--- src/rtl/dma_seq_pkg.sv ---
package dma_seq_pkg;

    typedef enum logic [2:0] {
        ST_IDLE,
        ST_WAIT,
        ST_REQ,
        ST_READ,
        ST_WRITE,
        ST_STEAL
    } seq_state_e;

    typedef enum logic [1:0] {
        AM_INC    = 2'b00,
        AM_DEC    = 2'b01,
        AM_FIXMEM = 2'b10,
        AM_FIXIO  = 2'b11
    } addr_mode_e;

    localparam logic [1:0] SEL_SRC  = 2'd0;
    localparam logic [1:0] SEL_DST  = 2'd1;
    localparam logic [1:0] SEL_CNT  = 2'd2;
    localparam logic [1:0] SEL_CTRL = 2'd3;

    localparam int CTRL_BURST_BIT = 4;
    localparam int CTRL_EN_BIT    = 5;

endpackage

--- src/rtl/dma_mode_decode.sv ---
module dma_mode_decode
    import dma_seq_pkg::*;
(
    input  logic [3:0] mode_in,
    output logic       reserved,
    output logic       io_paced
);
    addr_mode_e src_m;
    addr_mode_e dst_m;

    always_comb begin
        src_m    = addr_mode_e'(mode_in[1:0]);
        dst_m    = addr_mode_e'(mode_in[3:2]);
        // both sides fixed (memory or I/O) is not a legal pairing
        reserved = (src_m inside {AM_FIXMEM, AM_FIXIO}) && (dst_m inside {AM_FIXMEM, AM_FIXIO});
        io_paced = (src_m == AM_FIXIO) || (dst_m == AM_FIXIO);
    end
endmodule

--- src/rtl/dma_addr_step.sv ---
module dma_addr_step
    import dma_seq_pkg::*;
#(
    parameter int ADDR_W = 20
) (
    input  logic [ADDR_W-1:0] addr_in,
    input  logic [1:0]        code,
    output logic [ADDR_W-1:0] addr_next
);
    localparam logic [ADDR_W-1:0] ONE = ADDR_W'(1);

    always_comb begin
        unique case (addr_mode_e'(code))
            AM_INC:  addr_next = addr_in + ONE;
            AM_DEC:  addr_next = addr_in - ONE;
            default: addr_next = addr_in;
        endcase
    end
endmodule

--- src/rtl/dma_pace.sv ---
module dma_pace
    import dma_seq_pkg::*;
(
    input  logic       io_paced,
    input  logic       burst,
    input  logic       ext_req,
    output seq_state_e start_state,
    output seq_state_e next_byte_state
);
    always_comb begin
        start_state = io_paced ? ST_WAIT : ST_REQ;
        if (io_paced) begin
            next_byte_state = ext_req ? ST_READ : ST_WAIT;
        end else if (burst) begin
            next_byte_state = ST_READ;
        end else begin
            next_byte_state = ST_STEAL;
        end
    end
endmodule

--- src/rtl/dma_xfer_seq.sv ---
module dma_xfer_seq
    import dma_seq_pkg::*;
#(
    parameter int ADDR_W = 20,
    parameter int CNT_W  = 16,
    parameter int DATA_W = 8
) (
    input  logic              clk,
    input  logic              rst_n,
    input  logic              cfg_we,
    input  logic [1:0]        cfg_sel,
    input  logic [ADDR_W-1:0] cfg_wdata,
    input  logic              dma_req,
    input  logic              bus_gnt,
    input  logic [DATA_W-1:0] rd_data,
    output logic              bus_req,
    output logic              bus_rd,
    output logic              bus_wr,
    output logic              bus_mem,
    output logic              bus_io,
    output logic [ADDR_W-1:0] bus_addr,
    output logic [DATA_W-1:0] wr_data,
    output logic              done,
    output logic              enable,
    output logic              burst_mode,
    output logic [3:0]        mode,
    output logic              mode_err,
    output logic [ADDR_W-1:0] src_addr,
    output logic [ADDR_W-1:0] dst_addr,
    output logic [CNT_W-1:0]  count
);
    localparam int             N_SIDES  = 2;
    localparam logic [CNT_W-1:0] CNT_ONE  = CNT_W'(1);
    localparam logic [CNT_W-1:0] CNT_ZERO = '0;

    typedef struct packed {
        seq_state_e        state;
        logic [ADDR_W-1:0] src;
        logic [ADDR_W-1:0] dst;
        logic [CNT_W-1:0]  cnt;
        logic [3:0]        mode;
        logic              burst;
        logic              en;
        logic              err;
        logic [DATA_W-1:0] data;
        logic              done;
    } seq_regs_t;

    seq_regs_t r_q, r_d;

    // decode the incoming control word while idle, the live mode otherwise
    logic [3:0] dec_mode;
    logic       dec_reserved;
    logic       dec_io_paced;

    assign dec_mode = (r_q.state == ST_IDLE) ? cfg_wdata[3:0] : r_q.mode;

    dma_mode_decode i_decode (
        .mode_in  (dec_mode),
        .reserved (dec_reserved),
        .io_paced (dec_io_paced)
    );

    logic       pace_burst;
    seq_state_e start_state;
    seq_state_e next_byte_state;

    assign pace_burst = r_q.burst;

    dma_pace i_pace (
        .io_paced        (dec_io_paced),
        .burst           (pace_burst),
        .ext_req         (dma_req),
        .start_state     (start_state),
        .next_byte_state (next_byte_state)
    );

    // one address stepper per side: index 0 source, index 1 destination
    logic [ADDR_W-1:0] side_addr [N_SIDES];
    logic [ADDR_W-1:0] side_next [N_SIDES];
    logic [1:0]        side_code [N_SIDES];

    assign side_addr[0] = r_q.src;
    assign side_addr[1] = r_q.dst;
    assign side_code[0] = r_q.mode[1:0];
    assign side_code[1] = r_q.mode[3:2];

    for (genvar g = 0; g < N_SIDES; g++) begin : g_side
        dma_addr_step #(.ADDR_W(ADDR_W)) i_step (
            .addr_in   (side_addr[g]),
            .code      (side_code[g]),
            .addr_next (side_next[g])
        );
    end

    logic src_is_io;
    logic dst_is_io;

    assign src_is_io = (addr_mode_e'(r_q.mode[1:0]) == AM_FIXIO);
    assign dst_is_io = (addr_mode_e'(r_q.mode[3:2]) == AM_FIXIO);

    always_comb begin
        r_d      = r_q;
        r_d.done = 1'b0;
        unique case (r_q.state)
            ST_IDLE: begin
                if (cfg_we) begin
                    unique case (cfg_sel)
                        SEL_SRC: r_d.src = cfg_wdata;
                        SEL_DST: r_d.dst = cfg_wdata;
                        SEL_CNT: r_d.cnt = cfg_wdata[CNT_W-1:0];
                        default: begin
                            r_d.mode  = cfg_wdata[3:0];
                            r_d.burst = cfg_wdata[CTRL_BURST_BIT];
                            if (cfg_wdata[CTRL_EN_BIT]) begin
                                if (dec_reserved) begin
                                    r_d.err = 1'b1;
                                end else if (r_q.cnt == CNT_ZERO) begin
                                    r_d.done = 1'b1;
                                end else begin
                                    r_d.en    = 1'b1;
                                    r_d.state = start_state;
                                end
                            end
                        end
                    endcase
                end
            end
            ST_WAIT: begin
                if (dma_req) begin
                    r_d.state = ST_REQ;
                end
            end
            ST_REQ: begin
                if (bus_gnt) begin
                    r_d.state = ST_READ;
                end
            end
            ST_READ: begin
                r_d.data  = rd_data;
                r_d.state = ST_WRITE;
            end
            ST_WRITE: begin
                r_d.src = side_next[0];
                r_d.dst = side_next[1];
                r_d.cnt = r_q.cnt - CNT_ONE;
                if (r_q.cnt == CNT_ONE) begin
                    r_d.en    = 1'b0;
                    r_d.done  = 1'b1;
                    r_d.state = ST_IDLE;
                end else begin
                    r_d.state = next_byte_state;
                end
            end
            ST_STEAL: begin
                r_d.state = ST_REQ;
            end
            default: begin
                r_d.state = ST_IDLE;
            end
        endcase
    end

    always_ff @(posedge clk or negedge rst_n) begin
        if (!rst_n) begin
            r_q <= '{state: ST_IDLE, src: '0, dst: '0, cnt: '0, mode: '0,
                     burst: 1'b0, en: 1'b0, err: 1'b0, data: '0, done: 1'b0};
        end else begin
            r_q <= r_d;
        end
    end

    always_comb begin
        bus_req  = (r_q.state == ST_REQ) || (r_q.state == ST_READ) || (r_q.state == ST_WRITE);
        bus_rd   = (r_q.state == ST_READ);
        bus_wr   = (r_q.state == ST_WRITE);
        bus_io   = (bus_rd && src_is_io) || (bus_wr && dst_is_io);
        bus_mem  = (bus_rd || bus_wr) && !bus_io;
        bus_addr = bus_rd ? r_q.src : (bus_wr ? r_q.dst : '0);
        wr_data  = bus_wr ? r_q.data : '0;
    end

    assign done       = r_q.done;
    assign enable     = r_q.en;
    assign burst_mode = r_q.burst;
    assign mode       = r_q.mode;
    assign mode_err   = r_q.err;
    assign src_addr   = r_q.src;
    assign dst_addr   = r_q.dst;
    assign count      = r_q.cnt;

endmodule

--- config.mk ---
export PLATFORM = sky130hd
export DESIGN_NAME = dma_xfer_seq
export DESIGN_NICKNAME = d
export VERILOG_FILES = /design/src/rtl/dma_seq_pkg.sv /design/src/rtl/dma_mode_decode.sv /design/src/rtl/dma_addr_step.sv /design/src/rtl/dma_pace.sv /design/src/rtl/dma_xfer_seq.sv
export SDC_FILE = /design/constraint.sdc
export NUM_CORES = 1
export LEC_CHECK = 0
export BUFFER_PORTS_ARGS = -buffer_cell sky130_fd_sc_hd__buf_2
export CAP_MARGIN = 0
export CORE_MARGIN = 2
export CORE_UTILIZATION = 51
export CTS_BUF_LIST = sky130_fd_sc_hd__clkbuf_16
export DETAILED_ROUTE_END_ITERATION = 12
export PLACE_DENSITY = 0.78
export SLEW_MARGIN = 20
export SYNTH_ARGS = -nofsm -noshare
export SYNTH_HDL_FRONTEND = slang
export SYNTH_HIERARCHICAL = 1
export SYNTH_SLANG_ARGS = --single-unit
--- constraint.sdc ---
create_clock -name clk -period 2.6 [get_ports clk]
set_input_delay 0.39 -clock clk [delete_from_list [all_inputs] [get_ports clk]]
set_output_delay 0.39 -clock clk [all_outputs]
set_load 0.05 [all_outputs]
==> impl_metrics.env, run 1 <==
export IMPL_num_vias=6326
export IMPL_netSwitchingPower_w=0.00570
export IMPL_syn_inst=761
export IMPL_pin_count=132
export IMPL_p_clk_frac=0.122
export IMPL_drt_pass1_iterations=5
export IMPL_ys_seq_area_frac=0.299
export IMPL_cts_tree="yes"
export IMPL_combPwrFrac=0.653
export IMPL_clockBufferDepth=2
export IMPL_antenna_found_initial=0
export IMPL_ctsRootBufferMaster="clkbuf_16"
export IMPL_total_power_w=0.0104
export IMPL_crit_type="register to primary output"
export IMPL_regArea_sq_mm=0.00188
export IMPL_syn_area_sq_mm=0.00628
export IMPL_cts_htree_levels=3
export IMPL_coreArea_sq_mm=0.0120
export IMPL_syn_num_nets=801
export IMPL_synth_seq_cells=75
export IMPL_swShare=0.549
export IMPL_drcViolationCount=0
export IMPL_drive_gt1_frac=0.301
export IMPL_antenna_left=0
export IMPL_start_kind="register"
export IMPL_die_h_microns=115
export IMPL_finalHoldViolations=0
export IMPL_finalClockSkew_ns=0.0100
export IMPL_worstMarginPinSlew_ns=0.580
export IMPL_final_cell_mix="buf_2 (129), dfrtp_1 (75), nand2_1 (71)"
export IMPL_peakVddDrop_mv=0.817
export IMPL_fin_crit_ns=2.50
export IMPL_drt_wl_total_mm=19.8
export IMPL_grtUsageTotal=0.299
export IMPL_multi_input_area_sq_mm=0.00369
export IMPL_end_kind="primary output"
export IMPL_cap_violations=0
export IMPL_antenna_cells=0
export IMPL_rsz0062_at_grt="no"
export IMPL_period_share=0.960
export IMPL_leakagePower_nw=3.34
export IMPL_fin_tns_setup_ns=0
export IMPL_nNetsFinal=884
export IMPL_slew_limit_headroom=0.610
export IMPL_slew_viol_final=0
export IMPL_synth_area_per_cell_sq_um=8.25
export IMPL_die_area_sq_mm=0.0132
export IMPL_dpl_hpwl_mm=14.2
export IMPL_viasPerCell=6.36
export IMPL_cts_inserted_buffers=9
export IMPL_drt_initial_drc_count=728
export IMPL_cp_required_ns=2.21
export IMPL_power_internal_w=0.00468
export IMPL_cts_sinks=75
export IMPL_grt_overflow=0
export IMPL_rows=40
export IMPL_clkLatencyLatePin_ns=0.35
export IMPL_fill_cells=1109
export IMPL_arrival_ns=2.11
export IMPL_status="completed"
export IMPL_async_reset_ff_frac=1.00
export IMPL_powerDensity_mw_per_mm2=1450
export IMPL_ys_flop_type="dfrtp_1"
export IMPL_synthDistinctLibCells=74
export IMPL_fin_ws_ns=0.104
export IMPL_die_w_microns=115
export IMPL_synth_edff_count=0
export IMPL_ctsHoldBuffers=0
export IMPL_port_buffers=131
export IMPL_hold_class="primary input to async pin"
export IMPL_fmax_mhz=401
export IMPL_path_clk_slew_ns=0.06
export IMPL_path_max_fanout=36
export IMPL_synthToLayoutAreaGrowth_pct=14.3
export IMPL_dp_slack_ns=0.231
export IMPL_grt_max_degree=76
export IMPL_initial_core_util=0.523
export IMPL_yosys_warnings=6
export IMPL_setup_violations=0
export IMPL_mostFrequentLayoutCell="buf_2"
export IMPL_wl_per_cell_microns=19.9
export IMPL_finalWeightedCongestion=0.976
export IMPL_pwr_share_seq=0.225
export IMPL_cts_setup_buffers=0
export IMPL_grt_pass1_vias=5847
export IMPL_grt_pass1_wl_mm=30.9
## timing repair
action / in CTS / in global routing
endpoints found under the setup margin: 3 / 3
gates resized for setup: 1 / 2
pin swaps: 0 / 0
## critical path: stages, from the launching register on
cell and delay [ns]:
dfrtp_1 0.47, nor2_2 0.18, nand2_4 0.17, inv_6 0.20, buf_12 0.22, a22o_1 0.22
buf_2 0.28
## layout make-up
type | count | area share
clock buffer | 9 | 0.0314
clock inverter | 6 | 0.00906
inverter | 7 | 0.00436
multi-input combinational | 564 | 0.514
sequential | 75 | 0.261
tap | 147 | 0.0256
timing repair buffer | 187 | 0.154
## logic make-up (layout without fill, tap and decap cells)
kind of cell               after synthesis  after routing  synth area share
AOI/OAI and AO/OA                      209            209             0.224
adders and majority gates                5              5           0.00996
other                                    2              2           0.00120
and+or+nand+nor                        275            275             0.239
DFF                                     75             75             0.299
buffers and inverters                  122            209             0.115
muxes                                   30             30            0.0524
xor gates and xnor gates                43             43            0.0600
## synthesized netlist by cell type (19+ instances only)
library cell | number | share of area
dfrtp_1 | 75 | 0.30
nand2_1 | 71 | 0.042
buf_4 | 63 | 0.075
nor2_1 | 59 | 0.035
o21ai_0 | 47 | 0.037
a21oi_1 | 42 | 0.033
clkbuf_1 | 35 | 0.021
nor3_1 | 27 | 0.022
a22oi_1 | 26 | 0.031
xor2_1 | 22 | 0.031
a22o_1 | 21 | 0.029
nand3_1 | 21 | 0.017
xnor2_1 | 21 | 0.029
mux2_2 | 19 | 0.034
## stage by stage
step | std cells | area [sq um] | util | hold slack, ns
after floorplan | 761 | 6280 | - | 0.0944
after global placement | 980 | 6880 | 0.573 | 0.447
after detailed placement | 980 | 6880 | 0.573 | 0.444
after CTS | 995 | 7170 | 0.597 | 0.0657
after global routing | 995 | 7180 | 0.598 | 0.0889
final | 995 | 7180 | 0.598 | 0.0610
## worst paths after layout
check	cells after the start	startpoint	end	slack, ns
setup / recovery	6	r_q[72]$_DFFE_PN0P_	bus_addr[2]	0.10
hold / removal	2	rst_n	count[2]$_DFFE_PN0P_	0.06
setup reg to reg	10	mode[1]$_DFFE_PN0P_	src_addr[12]$_DFFE_PN0P_	0.19
hold reg to reg	1	mode_err$_DFFE_PN0P_	mode_err$_DFFE_PN0P_	0.48
max in group asynchronous	2	rst_n	dst_addr[9]$_DFFE_PN0P_	2.21
min in group clk	2	rd_data[6]	r_q[7]$_DFFE_PN0P_	0.27
## sequential cells by signal, summed over array words and instances, names as in the netlist
name        flops
dst_addr       20
mode            4
burst_mode      1
enable          1
count          16
src_addr       20
done            1
r_q            11
mode_err        1
## layer usage
layer,part of all wire,GRT usage,up-vias
met2,0.44,0.462,374
met4,0.041,0.124,0
met1,0.41,0.396,2995
li1,-,-,2888
met5,0,0,-
met3,0.10,0.0817,69
## power by group through the flow
| stage | Combinational, W | Clock [W] | Sequential [W] |
|---|---|---|---|
| after floorplan | 0.00538 | 0 | 0.00235 |
| final | 0.00678 | 0.00127 | 0.00234 |
| after global routing | 0.00725 | 0.00133 | 0.00242 |
| after detailed placement | 0.00667 | 0 | 0.00234 |
| after CTS | 0.00670 | 0.00129 | 0.00233 |
| after global placement | 0.00660 | 0 | 0.00232 |
No activity file was read; power rests on OpenSTA's default activity.
==> run 2: changes to the inputs <==
--- a/config.mk
+++ b/config.mk
@@ -8,10 +8,9 @@
 export BUFFER_PORTS_ARGS = -buffer_cell sky130_fd_sc_hd__buf_2
 export CAP_MARGIN = 0
 export CORE_MARGIN = 2
-export CORE_UTILIZATION = 51
+export CORE_UTILIZATION = 40
 export CTS_BUF_LIST = sky130_fd_sc_hd__clkbuf_16
 export DETAILED_ROUTE_END_ITERATION = 12
-export PLACE_DENSITY = 0.78
 export SLEW_MARGIN = 20
 export SYNTH_ARGS = -nofsm -noshare
 export SYNTH_HDL_FRONTEND = slang
==> constraint.sdc (replaced) <==
create_clock -name clk -period 2.2 [get_ports clk]
set_input_delay 0.33 -clock clk [delete_from_list [all_inputs] [get_ports clk]]
set_output_delay 0.33 -clock clk [all_outputs]
set_load 0.05 [all_outputs]
==> impl_metrics.env, run 2 (synthesis results as in run 1) <==
export IMPL_grt_pass1_wl_mm=34.6
export IMPL_cts_sinks=75
export IMPL_m1WireLength_mm=9.97
export IMPL_pin_count=132
export IMPL_path_clk_slew_ns=0.07
export IMPL_crit_slowest_cell="or4_4"
export IMPL_cts_htree_levels=3
export IMPL_rows=45
export IMPL_antenna_left=0
export IMPL_period_share=1.05
export IMPL_slew_limit_headroom=0.613
export IMPL_finalClockSkew_ns=0.00865
export IMPL_crit_buf_inv=0
export IMPL_num_vias=6620
export IMPL_setup_violations=8
export IMPL_cp_required_ns=2.43
export IMPL_finalWeightedCongestion=0.932
export IMPL_dr_wl_met2_mm=11.0
export IMPL_wl_per_cell_microns=20.5
export IMPL_routed_top_layer="met4"
export IMPL_viasPerCell=5.81
export IMPL_finalHoldViolations=0
export IMPL_mostFrequentLayoutCell="buf_4"
export IMPL_powerDensity_mw_per_mm2=1680
export IMPL_peakVddDrop_mv=1.04
export IMPL_critPathTopFamily="simple AND/OR/NAND/NOR gates"
export IMPL_hold_slack_ns=0.210
export IMPL_port_buffers=131
export IMPL_grtUsageTotal=0.269
export IMPL_drive_gt1_frac=0.445
export IMPL_grt_pass1_vias=6319
export IMPL_coreArea_sq_mm=0.0153
export IMPL_drcViolationCount=0
export IMPL_crit_chain="nand2b_4 -> xnor2_2 -> ha_4 -> nor3_4 -> nand3_2 -> or4_4 -> a21oi_2 -> xor2_1 -> a22oi_1 -> nand2_1"
export IMPL_leakagePower_nw=3.91
export IMPL_cts_inserted_buffers=9
export IMPL_die_h_microns=129
export IMPL_die_area_sq_mm=0.0167
export IMPL_drt_wl_total_mm=23.4
export IMPL_antenna_cells=0
export IMPL_antenna_found_initial=0
export IMPL_placedCellCount=1108
export IMPL_ctsRootBufferMaster="clkbuf_16"
export IMPL_finish_instance_area_sq_mm=0.00843
export IMPL_initial_core_util=0.411
export IMPL_wl_met3_mm=1.78
export IMPL_stdcell_count=1140
export IMPL_status="finished with violations"
export IMPL_die_w_microns=129
export IMPL_grt_overflow=0
export IMPL_end_kind="register"
export IMPL_critPathMaxStageDelay_ns=0.44
export IMPL_violations="negative setup slack"
export IMPL_cap_violations=0
export IMPL_fin_crit_ns=2.30
export IMPL_slew_viol_final=0
export IMPL_total_power_w=0.0141
export IMPL_hold_class="primary input to register"
export IMPL_dpl_hpwl_mm=16.9
export IMPL_clockBufferDepth=2
export IMPL_worstMarginPinSlew_ns=0.581
export IMPL_cts_tree="yes"
export IMPL_nNetsFinal=964
export IMPL_fin_ws_ns=-0.102
export IMPL_start_kind="register"
export IMPL_rsz0062_at_grt="yes"
export IMPL_clkLatencyLatePin_ns=0.35
export IMPL_path_max_fanout=4
export IMPL_crit_type="register to register"
export IMPL_place_area_sq_mm=0.00754
export IMPL_synthToLayoutAreaGrowth_pct=34.3
export IMPL_arrival_ns=2.53
export IMPL_grt_max_degree=45
export IMPL_drt_pass1_iterations=5
export IMPL_drt_initial_drc_count=509
export IMPL_final_util=0.553
export IMPL_fmax_mhz=434
export IMPL_final_cell_mix="buf_4 (139), buf_2 (108), nand2_1 (70)"
==> run 2: cell count changes in the layout (fill, tap and decap cells not counted), moves of 9 or more <==
| cell | change |
|---|---|
| buf_4 | +84 |
| o21ai_1 | +14 |
| a22o_2 | +20 |
| buf_6 | +11 |
| buf_2 | -21 |
| and2_1 | -9 |
| a22o_1 | -20 |
| o21ai_0 | -14 |
==> run 2: power breakdown <==
group / internal (W) / total [W] / switching [W]
registers: 0.00198 / 0.00269 / 0.000715
clock network: 0.000889 / 0.00155 / 0.000662
logic: 0.00379 / 0.00988 / 0.00610
total: 0.00666 / 0.0141 / 0.00747
==> run 2: worst paths after layout <==
check,startpoint,to,slack (ns),cells after the start
max in group asynchronous,rst_n,src_addr[2]$_DFFE_PN0P_,1.13,3
hold reg to reg,mode_err$_DFFE_PN0P_,mode_err$_DFFE_PN0P_,0.48,1
min in group asynchronous,rst_n,dst_addr[11]$_DFFE_PN0P_,0.41,2
setup / recovery,mode[3]$_DFFE_PN0P_,dst_addr[12]$_DFFE_PN0P_,-0.10,10
setup reg to reg,mode[3]$_DFFE_PN0P_,dst_addr[12]$_DFFE_PN0P_,-0.10,10
hold / removal,rd_data[3],r_q[4]$_DFFE_PN0P_,0.21,2
==> run 2: layer usage <==
| layer | vias up | global-route usage |
|---|---|---|
| met4 | 0 | 0.0825 |
| li1 | 3053 | - |
| met3 | 50 | 0.0528 |
| met5 | - | 0 |
| met2 | 350 | 0.433 |
| met1 | 3167 | 0.366 |
==> run 2: per-stage QoR <==
stage	setup WS [ns]	setup TNS [ns]
final	-0.102	-0.293
after global routing	-0.238	-2.37
after CTS	-0.0613	-0.0802
after detailed placement	-0.207	-0.618
after global placement	-0.0990	-0.231
after floorplan	-0.104	-0.360
==> run 2: what timing repair did <==
item                       4_1_cts  5_1_grt
resized for setup               46       69
cloned                           0        3
hold endpoints to repair        17        0
setup buffers                    2       10
pin swaps                        9       28
hold buffers                     1        0
setup endpoints to repair       44       51
==> run 2: cell type report <==
class / count / area (sq um)
multi-input cells: 564 / 4060
repair buffers: 267 / 1890
inverters: 7 / 33.8
well taps: 211 / 264
clock buffers: 9 / 225
clock inverters: 7 / 76.3
fillers: 1387 / 6830
flip-flops and latches: 75 / 1880
